$ cat config.mk
export PLATFORM = sky130hd
export DESIGN_NAME = page_write_ctrl
export DESIGN_NICKNAME = d
export VERILOG_FILES = /design/src/rtl/pwc_pkg.sv /design/src/rtl/pwc_ctrl.sv /design/src/rtl/pwc_datapath.sv /design/src/rtl/page_write_ctrl.sv
export SDC_FILE = /design/constraint.sdc
export NUM_CORES = 1
export LEC_CHECK = 0
export BUFFER_PORTS_ARGS = -buffer_cell sky130_fd_sc_hd__buf_4
export CAP_MARGIN = 10
export CORE_UTILIZATION = 48
export CTS_BUF_LIST = sky130_fd_sc_hd__clkbuf_8 sky130_fd_sc_hd__clkbuf_16
export DETAILED_ROUTE_END_ITERATION = 10
export PLACE_DENSITY_LB_ADDON = 0.05
export SLEW_MARGIN = 20
export SYNTH_ARGS = -nofsm -noshare
export SYNTH_HDL_FRONTEND = slang
export SYNTH_SLANG_ARGS = --single-unit
export TNS_END_PERCENT = 5
$ cat constraint.sdc
create_clock -name clk -period 4.21 [get_ports clk]
set_input_delay 0.421 -clock clk [delete_from_list [all_inputs] [get_ports clk]]
set_output_delay 0.421 -clock clk [all_outputs]
set_load 0.05 [all_outputs]
$ cat src/rtl/pwc_pkg.sv
`timescale 1ns/1ps
package pwc_pkg;
  localparam int BYTE_W = 8;

  typedef enum logic [1:0] {
    ST_IDLE  = 2'd0,
    ST_LOAD  = 2'd1,
    ST_PROG  = 2'd2,
    ST_ABORT = 2'd3
  } pwcState_e;

  // control-to-datapath strobes
  typedef struct packed {
    logic storeByte;      // write wrData into the buffer at the addressed offset
    logic clearBuf;       // empty valid mask, reset drain index and polling bit
    logic restartToggle;  // new load: toggle bit back to 0
    logic progPhase;      // internal programming active
    logic statusMode;     // reads return the status byte
  } pwcStrobe_t;
endpackage

$ cat src/rtl/pwc_ctrl.sv
`timescale 1ns/1ps
module pwc_ctrl
  import pwc_pkg::*;
#(
  parameter int ADDR_W   = 17,
  parameter int OFF_W    = 7,
  parameter int LOAD_WIN = 18750,
  parameter int BYTE_CYC = 625000,
  parameter int PAGE_CYC = 1250000
) (
  input  logic                    clk,
  input  logic                    rst_n,
  input  logic                    wrStb,
  input  logic [ADDR_W-1:0]       addr,
  output pwcStrobe_t              strb,
  output logic [ADDR_W-OFF_W-1:0] pageOut,
  output logic                    abortFlag,
  output logic                    busy,
  output logic                    donePulse
);
  localparam int PAGE_W  = ADDR_W - OFF_W;
  localparam int MAX_A   = (LOAD_WIN > BYTE_CYC) ? LOAD_WIN : BYTE_CYC;
  localparam int MAX_CYC = (MAX_A > PAGE_CYC) ? MAX_A : PAGE_CYC;
  localparam int CNT_W   = $clog2(MAX_CYC + 1);
  localparam logic [CNT_W-1:0] WIN_M1  = CNT_W'(LOAD_WIN - 1);
  localparam logic [CNT_W-1:0] BYTE_M1 = CNT_W'(BYTE_CYC - 1);
  localparam logic [CNT_W-1:0] PAGE_M1 = CNT_W'(PAGE_CYC - 1);

  pwcState_e         state;
  logic [CNT_W-1:0]  loadCnt;
  logic [CNT_W-1:0]  progCnt;
  logic [PAGE_W-1:0] pageReg;
  logic              multiByte;

  logic pageHit, startLoad, moreLoad, abortNow, progEnd;

  always_comb begin
    pageHit   = (addr[ADDR_W-1:OFF_W] == pageReg);
    startLoad = wrStb && ((state == ST_IDLE) || (state == ST_ABORT));
    moreLoad  = wrStb && (state == ST_LOAD) && pageHit;
    abortNow  = wrStb && (state == ST_LOAD) && !pageHit;
    progEnd   = (state == ST_PROG) && (progCnt == '0);

    strb.storeByte     = startLoad || moreLoad;
    strb.clearBuf      = startLoad || abortNow || progEnd;
    strb.restartToggle = startLoad;
    strb.progPhase     = (state == ST_PROG);
    strb.statusMode    = (state != ST_IDLE);
  end

  assign pageOut   = pageReg;
  assign busy      = (state == ST_PROG);
  assign donePulse = progEnd;

  always_ff @(posedge clk) begin
    if (!rst_n) begin
      state     <= ST_IDLE;
      loadCnt   <= '0;
      progCnt   <= '0;
      pageReg   <= '0;
      multiByte <= 1'b0;
      abortFlag <= 1'b0;
    end else begin
      case (state)
        ST_IDLE, ST_ABORT: begin
          if (wrStb) begin
            state     <= ST_LOAD;
            pageReg   <= addr[ADDR_W-1:OFF_W];
            loadCnt   <= WIN_M1;
            multiByte <= 1'b0;
            abortFlag <= 1'b0;
          end
        end
        ST_LOAD: begin
          if (wrStb) begin
            if (pageHit) begin
              loadCnt   <= WIN_M1;
              multiByte <= 1'b1;
            end else begin
              state     <= ST_ABORT;
              abortFlag <= 1'b1;
            end
          end else if (loadCnt == '0) begin
            state   <= ST_PROG;
            progCnt <= multiByte ? PAGE_M1 : BYTE_M1;
          end else begin
            loadCnt <= loadCnt - 1'b1;
          end
        end
        ST_PROG: begin
          if (progCnt == '0) state <= ST_IDLE;
          else               progCnt <= progCnt - 1'b1;
        end
        default: state <= ST_IDLE;
      endcase
    end
  end
endmodule

$ cat src/rtl/pwc_datapath.sv
`timescale 1ns/1ps
module pwc_datapath
  import pwc_pkg::*;
#(
  parameter int ADDR_W = 17,
  parameter int OFF_W  = 7
) (
  input  logic                    clk,
  input  logic                    rst_n,
  input  pwcStrobe_t              strb,
  input  logic [OFF_W-1:0]        addrOff,
  input  logic [BYTE_W-1:0]       wrData,
  input  logic                    rdStb,
  input  logic [BYTE_W-1:0]       arrRdData,
  input  logic                    protectIn,
  input  logic                    abortFlag,
  input  logic [ADDR_W-OFF_W-1:0] pageIn,
  output logic [BYTE_W-1:0]       rdData,
  output logic                    arrWrEn,
  output logic [ADDR_W-1:0]       arrWrAddr,
  output logic [BYTE_W-1:0]       arrWrData
);
  localparam int PAGE = 1 << OFF_W;

  logic [BYTE_W-1:0] pageBuf [PAGE];
  logic [PAGE-1:0]   validMask;
  logic [OFF_W:0]    drainIdx;
  logic              lastBit7;
  logic              toggleBit;

  logic [OFF_W-1:0]  drainOff;
  logic              drainLive;
  logic [BYTE_W-1:0] statusByte;

  always_ff @(posedge clk) begin
    if (strb.storeByte) pageBuf[addrOff] <= wrData;
  end

  for (genvar i = 0; i < PAGE; i++) begin : g_valid
    always_ff @(posedge clk) begin
      if (!rst_n)
        validMask[i] <= 1'b0;
      else if (strb.storeByte && (addrOff == OFF_W'(i)))
        validMask[i] <= 1'b1;
      else if (strb.clearBuf)
        validMask[i] <= 1'b0;
    end
  end

  always_ff @(posedge clk) begin
    if (!rst_n) begin
      drainIdx <= '0;
    end else if (strb.clearBuf) begin
      drainIdx <= '0;
    end else if (strb.progPhase && !drainIdx[OFF_W]) begin
      drainIdx <= drainIdx + 1'b1;
    end
  end

  always_ff @(posedge clk) begin
    if (!rst_n) begin
      lastBit7 <= 1'b0;
    end else if (strb.storeByte) begin
      lastBit7 <= wrData[BYTE_W-1];
    end else if (strb.clearBuf && !strb.progPhase) begin
      lastBit7 <= 1'b0;
    end
  end

  always_comb begin
    drainOff   = drainIdx[OFF_W-1:0];
    drainLive  = strb.progPhase && !drainIdx[OFF_W];
    arrWrEn    = drainLive && validMask[drainOff];
    arrWrAddr  = {pageIn, drainOff};
    arrWrData  = pageBuf[drainOff];
    statusByte = {~lastBit7, toggleBit, strb.progPhase, 3'b000, abortFlag, protectIn};
  end

  always_ff @(posedge clk) begin
    if (!rst_n) begin
      toggleBit <= 1'b0;
      rdData    <= '0;
    end else begin
      if (strb.restartToggle) toggleBit <= 1'b0;
      else if (rdStb && strb.statusMode) toggleBit <= ~toggleBit;
      if (rdStb) rdData <= strb.statusMode ? statusByte : arrRdData;
    end
  end
endmodule

$ cat src/rtl/page_write_ctrl.sv
`timescale 1ns/1ps
module page_write_ctrl
  import pwc_pkg::*;
#(
  parameter int ADDR_W   = 17,
  parameter int OFF_W    = 7,
  parameter int LOAD_WIN = 18750,
  parameter int BYTE_CYC = 625000,
  parameter int PAGE_CYC = 1250000
) (
  input  logic              clk,
  input  logic              rst_n,
  input  logic              wrStb,
  input  logic              rdStb,
  input  logic [ADDR_W-1:0] addr,
  input  logic [7:0]        wrData,
  input  logic              protectIn,
  input  logic [7:0]        arrRdData,
  output logic [7:0]        rdData,
  output logic              busy,
  output logic              donePulse,
  output logic              arrWrEn,
  output logic [ADDR_W-1:0] arrWrAddr,
  output logic [7:0]        arrWrData
);
  pwcStrobe_t              strb;
  logic [ADDR_W-OFF_W-1:0] pageCur;
  logic                    abortFlag;

  pwc_ctrl #(
    .ADDR_W(ADDR_W), .OFF_W(OFF_W), .LOAD_WIN(LOAD_WIN),
    .BYTE_CYC(BYTE_CYC), .PAGE_CYC(PAGE_CYC)
  ) u_ctrl (
    .clk(clk), .rst_n(rst_n), .wrStb(wrStb), .addr(addr),
    .strb(strb), .pageOut(pageCur), .abortFlag(abortFlag),
    .busy(busy), .donePulse(donePulse)
  );

  pwc_datapath #(.ADDR_W(ADDR_W), .OFF_W(OFF_W)) u_dp (
    .clk(clk), .rst_n(rst_n), .strb(strb), .addrOff(addr[OFF_W-1:0]),
    .wrData(wrData), .rdStb(rdStb), .arrRdData(arrRdData),
    .protectIn(protectIn), .abortFlag(abortFlag), .pageIn(pageCur),
    .rdData(rdData), .arrWrEn(arrWrEn), .arrWrAddr(arrWrAddr),
    .arrWrData(arrWrData)
  );
endmodule

==> flow_metrics.py <==
metrics = {
    "synthesis": {
        "async_flop_share": 0,
        "syn_nets": 2640,
        "yosysTopAreaCellShare": 0.628,
        "synth_area_um2": 49000,
        "syn_inst": 2593,
        "synth_ff_type": "edfxtp_1",
        "synth_top_cells_by_area": "edfxtp_1 63%, mux4_2 17%, dfxtp_1 8.5%, o2bb2ai_1 1.4%, nor2_1 1.4%",
        "synth_warnings": 0,
        "syn_avg_cell_area_um2": 18.9,
        "ys_types": 65,
        "synth_edf_count": 1024,
        "ys_ff_latch": 1233,
        "yosysSeqAreaShare": 0.713,
        "yosysTopAreaCell": "edfxtp_1",
    },
    "final_layout": {
        "num-nets-final": 2815,
        "finish.utilization": 0.563,
        "mostFrequentLayoutCells": "1024 x edfxtp_1, 364 x mux4_2, 203 x dfxtp_1",
        "register_area_um2": 35000,
        "final_area_um2": 56600,
        "layout-area-overhead-vs-synth_pct": 15.6,
        "drive_above_1_share": 0.277,
        "fillerInstances": 7620,
        "multi_input_area_um2": 13300,
        "layout_commonest_cell": "edfxtp_1",
        "diodes": 0,
    },
    "setup_path": {
        "critPathRequiredTime_ns": 3.79,
        "start_kind": "flip-flop",
        "critPathKind": "flip-flop to output pin",
        "reg2reg_to": "u_dp.pageBuf[12][6]",
        "r2r-start": "u_ctrl.state[1]",
        "reg2reg_setup_slack_ns": 0.91,
        "worstPathMaxFanout": 10,
        "cp-endpoint": "arrWrData[3]",
        "r2r_cells": 7,
        "critPathCaptureType": "output pin",
        "crit_arrival_ns": 3.77,
    },
    "placed_design": {
        "dpl_cell_area_um2": 51500,
        "gp_congestion": 0.849,
        "dp_hpwl_um": 75900,
        "io_buffers": 73,
    },
    "floorplan": {
        "die_w_um": 321,
        "die_h_um": 321,
        "start_util": 0.487,
        "placementRows": 116,
        "design.portCount": 74,
        "die-area_um2": 103000,
        "core-area_um2": 101000,
    },
    "global_routing": {
        "grt_pass1_vias": 26234,
        "grt_pass1_wl_um": 182000,
        "antenna_found_initial": 4,
        "grtUsageTotal": 0.243,
        "grt_overflow": 0,
        "grt_max_degree": 129,
    },
    "status": {
        "status": "completed",
    },
    "timing": {
        "skew_ns": 0.0208,
        "maxSlewHeadroom": 0.282,
        "period_minus_slack_ns": 4.19,
        "worstMarginPinSlew_ns": 1.07,
        "setup_viol": 0,
        "hold_violations": 0,
        "rsz0062_at_grt": "true",
        "slew_violations": 0,
        "fmax_mhz": 239,
        "finalCritPeriodShare": 0.995,
    },
    "detailed_routing": {
        "vias": 25946,
        "drt_wl_total_um": 123000,
        "wl_per_cell_um": 29.2,
        "drc": 0,
        "via_per_inst": 6.14,
        "ant_nets": 0,
        "drt-initial-drc-count": 2687,
        "drtPass1Iterations": 5,
    },
    "clock_network": {
        "cts_buffers": 131,
        "clk_latency_ns": 0.73,
        "cts_buffer_depth": 3,
        "htree_levels": 4,
        "cts_tree": "yes",
        "cts_sinks": 1233,
        "clk_pin_slew_ns": 0.06,
        "root_buffer": "clkbuf_16",
    },
    "power": {
        "ir_worst_vdd_mv": 0.403,
        "pwr_density_cell_nw_per_um2": 514,
        "p_leak_nw": 17.6,
    },
    "job": {
        "drv_cap": 0,
    },
    "worst_hold_path": {
        "holdPathStages": 3,
        "min_path_type": "input pin to flip-flop",
    },
}
sequential cells by signal (all words and copies together), names as in the netlist, named ones only:
| signal | flops |
|---|---|
| u_dp.pageBuf | 1024 |
| u_ctrl.state | 2 |
| u_ctrl.abortFlag | 1 |
| u_dp.validMask | 128 |
| u_dp.toggleBit | 1 |
| u_ctrl.multiByte | 1 |
| u_dp.lastBit7 | 1 |
| u_ctrl.progCnt | 21 |
| u_ctrl.pageOut | 10 |
| u_dp.rdData | 8 |
| u_ctrl.loadCnt | 21 |
| u_dp.drainIdx | 8 |
synth_stat cells, types with 5 or more instances:
library cell,n
nor2_1,182
o2bb2ai_1,80
o21ai_0,9
nor3b_1,5
a31oi_1,14
inv_1,19
a211oi_1,10
clkbuf_1,119
or3_1,11
buf_1,19
buf_4,9
mux2_2,11
nand3b_1,16
o41ai_1,6
o31a_1,6
a21oi_1,37
mux2i_1,37
nand2b_1,10
a22o_1,48
o31ai_1,16
nand2_1,103
xnor2_1,14
nor3_1,17
dfxtp_1,209
edfxtp_1,1024
o211ai_1,5
nor4b_1,8
buf_2,30
ha_1,9
nand4_1,9
nor2b_1,9
nand3_1,34
nor4_1,21
and3_1,8
mux4_2,364
and2_1,6
or4_1,10
through the flow:
step | TNS, ns | hold WS [ns] | power (W) | setup WS (ns) | cells
after global placement | 0 | 0.439 | 0.0177 | 0.605 | 3939
after global routing | -0.0531 | 0.0370 | 0.0301 | -0.0167 | 4223
after detailed placement | 0 | 0.444 | 0.0178 | 0.604 | 3939
after CTS | -0.00325 | 0.00419 | 0.0293 | -0.00325 | 4215
final | 0 | 0.0602 | 0.0291 | 0.0215 | 4223
after floorplan | 0 | 0.427 | 0.0165 | 0.652 | 2593
how the worst min path moves through the flow:
| stage | startpoint | endpoint | slack [ns] |
|---|---|---|---|
| global route | arrRdData[7] | u_dp.rdData[7] | 0.04 |
| global placement | u_dp.validMask[46] | u_dp.validMask[46] | 0.44 |
| floorplan | u_dp.validMask[27] | u_dp.validMask[27] | 0.43 |
| CTS | arrRdData[7] | u_dp.rdData[7] | 0.004 |
| finish | arrRdData[7] | u_dp.rdData[7] | 0.06 |
| detailed placement | u_dp.validMask[8] | u_dp.validMask[8] | 0.44 |
worst max-delay path, cell delays in order, from the launching register on:
cell and delay (ns):
dfxtp_4 0.38, buf_12 0.17, bufbuf_16 0.32, mux4_2 0.53, mux4_2 0.54, mux4_2 0.60, mux2_4 0.33, buf_6 0.16
routing by layer:
layer	part of all wire	GRT usage	routed length (um)
met2	0.49	0.393	60300
met3	0.058	0.0396	7090
met5	0	0	0
met4	0.025	0.0732	3070
met1	0.43	0.342	52800
where the power goes:
group	total [W]	internal, W	switching, W	leakage [nW]
sequential	0.0136	0.0134	0.000218	10.9
clock	0.0113	0.00667	0.00465	2.19
combinational	0.00417	0.00167	0.00249	4.52
total	0.0291	0.0218	0.00737	17.6
cell families (layout without fill, tap and decap cells):
logic type,count (synthesis),count (layout),share of synthesized area
AOI/OAI and AO/OA,262,262,0.0423
and+or+nand+nor,462,462,0.0449
xor gates and xnor gates,18,18,0.00322
DFF,1233,1233,0.713
adders and majority gates,9,9,0.00230
muxes,412,412,0.177
buffers and inverters,197,470,0.0167
what timing repair did:
action / 4_1_cts / 5_1_grt
buffers inserted: 20 / 6
endpoints found under the hold margin: 18 / 0
gates cloned: 9 / 2
resized for setup: 35 / 4
hold buffers: 16 / 0
setup endpoints to repair: 8 / 8
cell type report:
cell class	count	area share
Clock inverter	83	0.0110
Multi-Input combinational cell	1163	0.235
Clock buffer	148	0.0638
Inverter	19	0.00126
Sequential cell	1233	0.617
Timing Repair Buffer	220	0.0421
Tap cell	1357	0.0300
Power figures use the tool's default switching activity.
